### src/rtl/idx_ea_pkg.sv
package idx_ea_pkg;

  localparam int IX_W  = 8;
  localparam int EA_W  = 2 * IX_W;
  localparam int LEN_W = 2;

  typedef enum logic [1:0] {
    IXM_NONE  = 2'b00,
    IXM_OFF8  = 2'b01,
    IXM_OFF16 = 2'b10,
    IXM_BAD   = 2'b11
  } ixmode_e;

  // Plain form: zero-extend the index register.
  function automatic logic [EA_W-1:0] ea_plain(input logic [IX_W-1:0] ix);
    return {{(EA_W-IX_W){1'b0}}, ix};
  endfunction

  // Short-offset form: unsigned add, keeping the carry as the top bit.
  function automatic logic [IX_W:0] ea_short(input logic [IX_W-1:0] ix,
                                             input logic [IX_W-1:0] ofs);
    return {1'b0, ix} + {1'b0, ofs};
  endfunction

  // Long-offset form: the high byte comes first; the sum wraps modulo 2^EA_W.
  function automatic logic [EA_W-1:0] ea_long(input logic [IX_W-1:0] ix,
                                              input logic [IX_W-1:0] hi,
                                              input logic [IX_W-1:0] lo);
    return {hi, lo} + {{(EA_W-IX_W){1'b0}}, ix};
  endfunction

  // Instruction length in bytes; the illegal form reports zero.
  function automatic logic [LEN_W-1:0] form_len(input ixmode_e m);
    case (m)
      IXM_NONE:  return LEN_W'(1);
      IXM_OFF8:  return LEN_W'(2);
      IXM_OFF16: return LEN_W'(3);
      default:   return '0;
    endcase
  endfunction

endpackage

### src/rtl/idx_ea_decode.sv
module idx_ea_decode
  import idx_ea_pkg::*;
#(
  parameter int LEN_W_P = LEN_W
) (
  input  logic [1:0]         mode_i,
  output logic [3:0]         sel_o,
  output logic [LEN_W_P-1:0] len_o,
  output logic               bad_o
);

  ixmode_e form;
  assign form = ixmode_e'(mode_i);

  always_comb begin
    sel_o = '0;
    case (form)
      IXM_NONE:  sel_o[0] = 1'b1;
      IXM_OFF8:  sel_o[1] = 1'b1;
      IXM_OFF16: sel_o[2] = 1'b1;
      default:   sel_o[3] = 1'b1;
    endcase
  end

  assign len_o = LEN_W_P'(form_len(form));
  assign bad_o = sel_o[3];

endmodule

### src/rtl/idx_ea_calc.sv
module idx_ea_calc
  import idx_ea_pkg::*;
#(
  parameter int IX_W_P = IX_W,
  parameter int EA_W_P = EA_W
) (
  input  logic [IX_W_P-1:0] ix_i,
  input  logic [IX_W_P-1:0] b0_i,
  input  logic [IX_W_P-1:0] b1_i,
  input  logic [3:0]        sel_i,
  output logic [EA_W_P-1:0] ea_o,
  output logic              carry8_o
);

  localparam int PAD_W = EA_W_P - IX_W_P - 1;

  logic [IX_W_P:0]   sum_short;
  logic [EA_W_P-1:0] sum_long;
  logic [EA_W_P-1:0] sum_plain;

  assign sum_plain = ea_plain(ix_i);
  assign sum_short = ea_short(ix_i, b0_i);
  assign sum_long  = ea_long(ix_i, b0_i, b1_i);
  assign carry8_o  = sum_short[IX_W_P];

  always_comb begin
    ea_o = '0;
    if (sel_i[0])      ea_o = sum_plain;
    else if (sel_i[1]) ea_o = {{PAD_W{1'b0}}, sum_short};
    else if (sel_i[2]) ea_o = sum_long;
  end

endmodule

### src/rtl/idx_ea_oreg.sv
module idx_ea_oreg #(
  parameter int EA_W_P  = 16,
  parameter int LEN_W_P = 2
) (
  input  logic               clk,
  input  logic               rst,
  input  logic               load_i,
  input  logic [EA_W_P-1:0]  ea_i,
  input  logic [LEN_W_P-1:0] len_i,
  input  logic               err_i,
  output logic               vld_o,
  output logic [EA_W_P-1:0]  ea_o,
  output logic [LEN_W_P-1:0] len_o,
  output logic               err_o
);

  always_ff @(posedge clk) begin
    if (rst) begin
      vld_o <= 1'b0;
      ea_o  <= '0;
      len_o <= '0;
      err_o <= 1'b0;
    end else begin
      vld_o <= load_i;
      if (load_i) begin
        ea_o  <= ea_i;
        len_o <= len_i;
        err_o <= err_i;
      end
    end
  end

endmodule

### src/rtl/idx_ea_gen.sv
module idx_ea_gen
  import idx_ea_pkg::*;
(
  input  logic             clk,
  input  logic             rst,
  input  logic             in_valid,
  input  logic [1:0]       mode,
  input  logic [IX_W-1:0]  idx,
  input  logic [IX_W-1:0]  op_b0,
  input  logic [IX_W-1:0]  op_b1,
  output logic             out_valid,
  output logic [EA_W-1:0]  ea,
  output logic [LEN_W-1:0] len,
  output logic             err
);

  // Internal events, named for the checker.
  logic [3:0]       form_sel;
  logic [LEN_W-1:0] len_next;
  logic             form_bad;
  logic [EA_W-1:0]  ea_next;
  logic             short_carry;

  idx_ea_decode #(.LEN_W_P(LEN_W)) u_decode (
    .mode_i (mode),
    .sel_o  (form_sel),
    .len_o  (len_next),
    .bad_o  (form_bad)
  );

  idx_ea_calc #(.IX_W_P(IX_W), .EA_W_P(EA_W)) u_calc (
    .ix_i     (idx),
    .b0_i     (op_b0),
    .b1_i     (op_b1),
    .sel_i    (form_sel),
    .ea_o     (ea_next),
    .carry8_o (short_carry)
  );

  idx_ea_oreg #(.EA_W_P(EA_W), .LEN_W_P(LEN_W)) u_oreg (
    .clk    (clk),
    .rst    (rst),
    .load_i (in_valid),
    .ea_i   (ea_next),
    .len_i  (len_next),
    .err_i  (form_bad),
    .vld_o  (out_valid),
    .ea_o   (ea),
    .len_o  (len),
    .err_o  (err)
  );

endmodule

### config.mk
export PLATFORM = sky130hd
export DESIGN_NAME = idx_ea_gen
export DESIGN_NICKNAME = d
export VERILOG_FILES = /design/src/rtl/idx_ea_pkg.sv /design/src/rtl/idx_ea_decode.sv /design/src/rtl/idx_ea_calc.sv /design/src/rtl/idx_ea_oreg.sv /design/src/rtl/idx_ea_gen.sv
export SDC_FILE = /design/constraint.sdc
export NUM_CORES = 1
export LEC_CHECK = 0
export CAP_MARGIN = 20
export CORE_MARGIN = 3
export CORE_UTILIZATION = 45
export DETAILED_ROUTE_END_ITERATION = 7
export DONT_BUFFER_PORTS = 1
export PLACE_DENSITY = 0.7
export SLEW_MARGIN = 20
export SYNTH_ARGS = -nofsm -noshare
export SYNTH_HDL_FRONTEND = slang
export SYNTH_SLANG_ARGS = --single-unit
### constraint.sdc
create_clock -name clk -period 2.1 [get_ports clk]
set_input_delay 0.315 -clock clk [delete_from_list [all_inputs] [get_ports clk]]
set_output_delay 0.315 -clock clk [all_outputs]
set_load 0.05 [all_outputs]
==> out/summary.txt <==
DP Wirelength -> 3.47 mm
full die area -> 4540 µm²
power density over cell area -> 593 nW/µm²
Hold WS -> 104 ps
crit-path max FO -> 4
htree depth -> 1
register area share after synthesis -> 23.6%
CTS tree -> yes
ANT cells -> 0
fraction of registers with async set/reset -> 0%
Initial Util -> 48.8%
Yosys cell types -> 47
Clk pin slew, worst setup/hold paths -> 80 ps
Inst Count DP -> 258
post_cts resized -> 0
crit path kind -> primary input to flop
die height -> 67.4 µm
endpoint class of the critical path -> flop
min setup slack post-route -> 297 ps
Pleak -> 0.780 nW
Routed WL -> 4.45 mm
Synth Net Count -> 259
via count -> 1530
Fin. Hold Viols -> 0
synthesized flop and latch total -> 20
post-synth top area cell -> dfxtp_1
final instance area -> 1840 µm²
largest net degree at the start of global routing -> 16
# hold bufs at CTS -> 0
R2R Setup Slk -> 880 ps
Min-Delay Startpoint -> rst
Nets -> 268
setup slack at placement -> 44.4 ps
final std cells w/o fill -> 262
DR WL/cell -> 17.0 µm
setup TNS -> 0 ps
PortBufs -> 0
clock buffer count from CTS -> 3
Area after DPL -> 1790 µm²
Final Core Density -> 53.1%
Top Layer Used -> met4
status -> complete, no violations
max cap viols -> 0
relative slew slack -> 50.9%
Std-Cell Rows -> 21
Worst EP required -> 2250 ps
Mean Syn Cell Area -> 8.14 µm²
Hold Path Depth -> 1
met3 wire length -> 293 µm
crit start category -> primary input
Peak Freq -> 555 MHz
EDFF count, synth -> 0
chip width -> 67.4 µm
share of post-route cells with drive strength above 1 -> 8.80%
Worst Skew -> 0 ps
first-pass GRT wire length -> 7.25 mm
Ports -> 49
DRC errors left -> 0
reg2reg end -> u_oreg.ea_o[6]
core region area -> 3470 µm²
CTS Buffer Depth -> 2
GRT overflow -> 0
FF-to-FF path depth -> 4
Ys Warns -> 0
worst-margin pin slew -> 734 ps
Syn Inst Count -> 208
total power -> 1.09 mW
Worst VDD drop -> 0.351 mV
unrepaired setup endpoints after global routing -> false
initial antenna violation count -> 0
Routed Antenna Nets -> 0
wire length on met1 -> 2.09 mm
Post-synth top cells -> dfxtp_1, ha_1, nand2_1, o21ai_1, a21oi_1
CTS root buffer -> clkbuf_8
Area Growth Syn to Fin -> 8.79%
Area contributors post-synth -> dfxtp_1, ha_1, o21ai_1
GRT Util Overall -> 21.3%
clk_lat worst skew -> 270 ps
drt first-iter violations -> 108
mapped cell area -> 1690 µm²
CP Data Arrival Time -> 1960 ps
post-synth top area share -> 23.6%
fillers -> 344
met2 wire length -> 1.96 mm
ys flop type -> dfxtp_1
fin. max-slew vios -> 0
worst hold-check path type -> primary input to flop
routability cong. -> 0.875
Tmin final -> 1800 ps
Setup violations, final -> 0
worst r2r src -> u_oreg.ea_o[6]
fin crit share -> 85.9%
Vias per Instance -> 5.84
Setup Fix Bufs, Post-CTS -> 0
clk sinks -> 20
vias in the first global route -> 1527
sink of the worst hold path -> u_oreg.ea_o[0]
router iterations before antenna repair -> 4
-- registers in the layout, summed over array words and instances (netlist names) --
| signal | flops |
|---|---|
| u_oreg.ea_o | 16 |
| u_oreg.len_o | 2 |
| u_oreg.err_o | 1 |
| u_oreg.vld_o | 1 |
-- kinds of logic after synthesis --
family / after synthesis / synth area share, %
compound gates: 75 / 28.0
simple gates: 57 / 16.6
flops: 20 / 23.6
xor+xnor: 14 / 7.24
mux: 6 / 3.55
buf+inv: 14 / 3.84
fa+ha+maj: 22 / 17.1
-- worst max-delay path, stage by stage --
cell and delay, ps:
ha_1 160, inv_1 60, fa_1 370, nand2b_1 180, a21oi_1 200, o211ai_1 200, and3_1 240, o21ai_1 140
nand3_1 90
-- how the worst max path moves through the flow --
stage / slack (ps) / end / cells after the start / start
6_report: 300 / u_oreg.ea_o[8] / 9 / idx[0]
5_1_grt: 180 / u_oreg.ea_o[8] / 7 / idx[0]
4_1_cts: 310 / u_oreg.ea_o[8] / 9 / idx[0]
3_5_place_dp: 40 / u_oreg.ea_o[8] / 7 / idx[0]
3_3_place_gp: 70 / u_oreg.ea_o[8] / 7 / idx[0]
2_1_floorplan: 130 / u_oreg.ea_o[8] / 7 / idx[0]
-- report_power, final --
group / total (mW) / internal [mW] / switching (mW)
sequential: 0.475 / 0.398 / 0.0774
combinational: 0.306 / 0.140 / 0.166
clock: 0.312 / 0.168 / 0.144
total: 1.09 / 0.706 / 0.387
-- layout make-up --
cell class	count	area, µm²	share of cell area [%]
Sequential cell	20	400	21.7
Timing Repair Buffer	9	67.6	3.67
Tap cell	46	57.6	3.12
Inverter	9	33.8	1.83
Clock buffer	4	55.1	2.99
Multi-Input combinational cell	174	1230	66.7
-- placed cells by master (no fill, tap or decap), types with 5 or more instances in the layout --
cell type,synthesis,routed
ha_1,20,20
dfxtp_1,20,20
nand2_1,19,19
o21ai_1,18,18
a21oi_1,17,17
nor2_1,12,12
o21ai_0,9,9
xor2_1,9,9
buf_4,1,9
inv_1,7,7
nand2b_1,6,6
mux2i_1,6,6
and3_1,5,5
xnor2_1,5,5
-- per-layer routing --
metal	up-vias	track usage, %
li1	782	-
met1	698	28.2
met2	41	32.0
met3	9	5.82
met4	0	9.37
met5	-	0
Power figures use the tool's default switching activity.
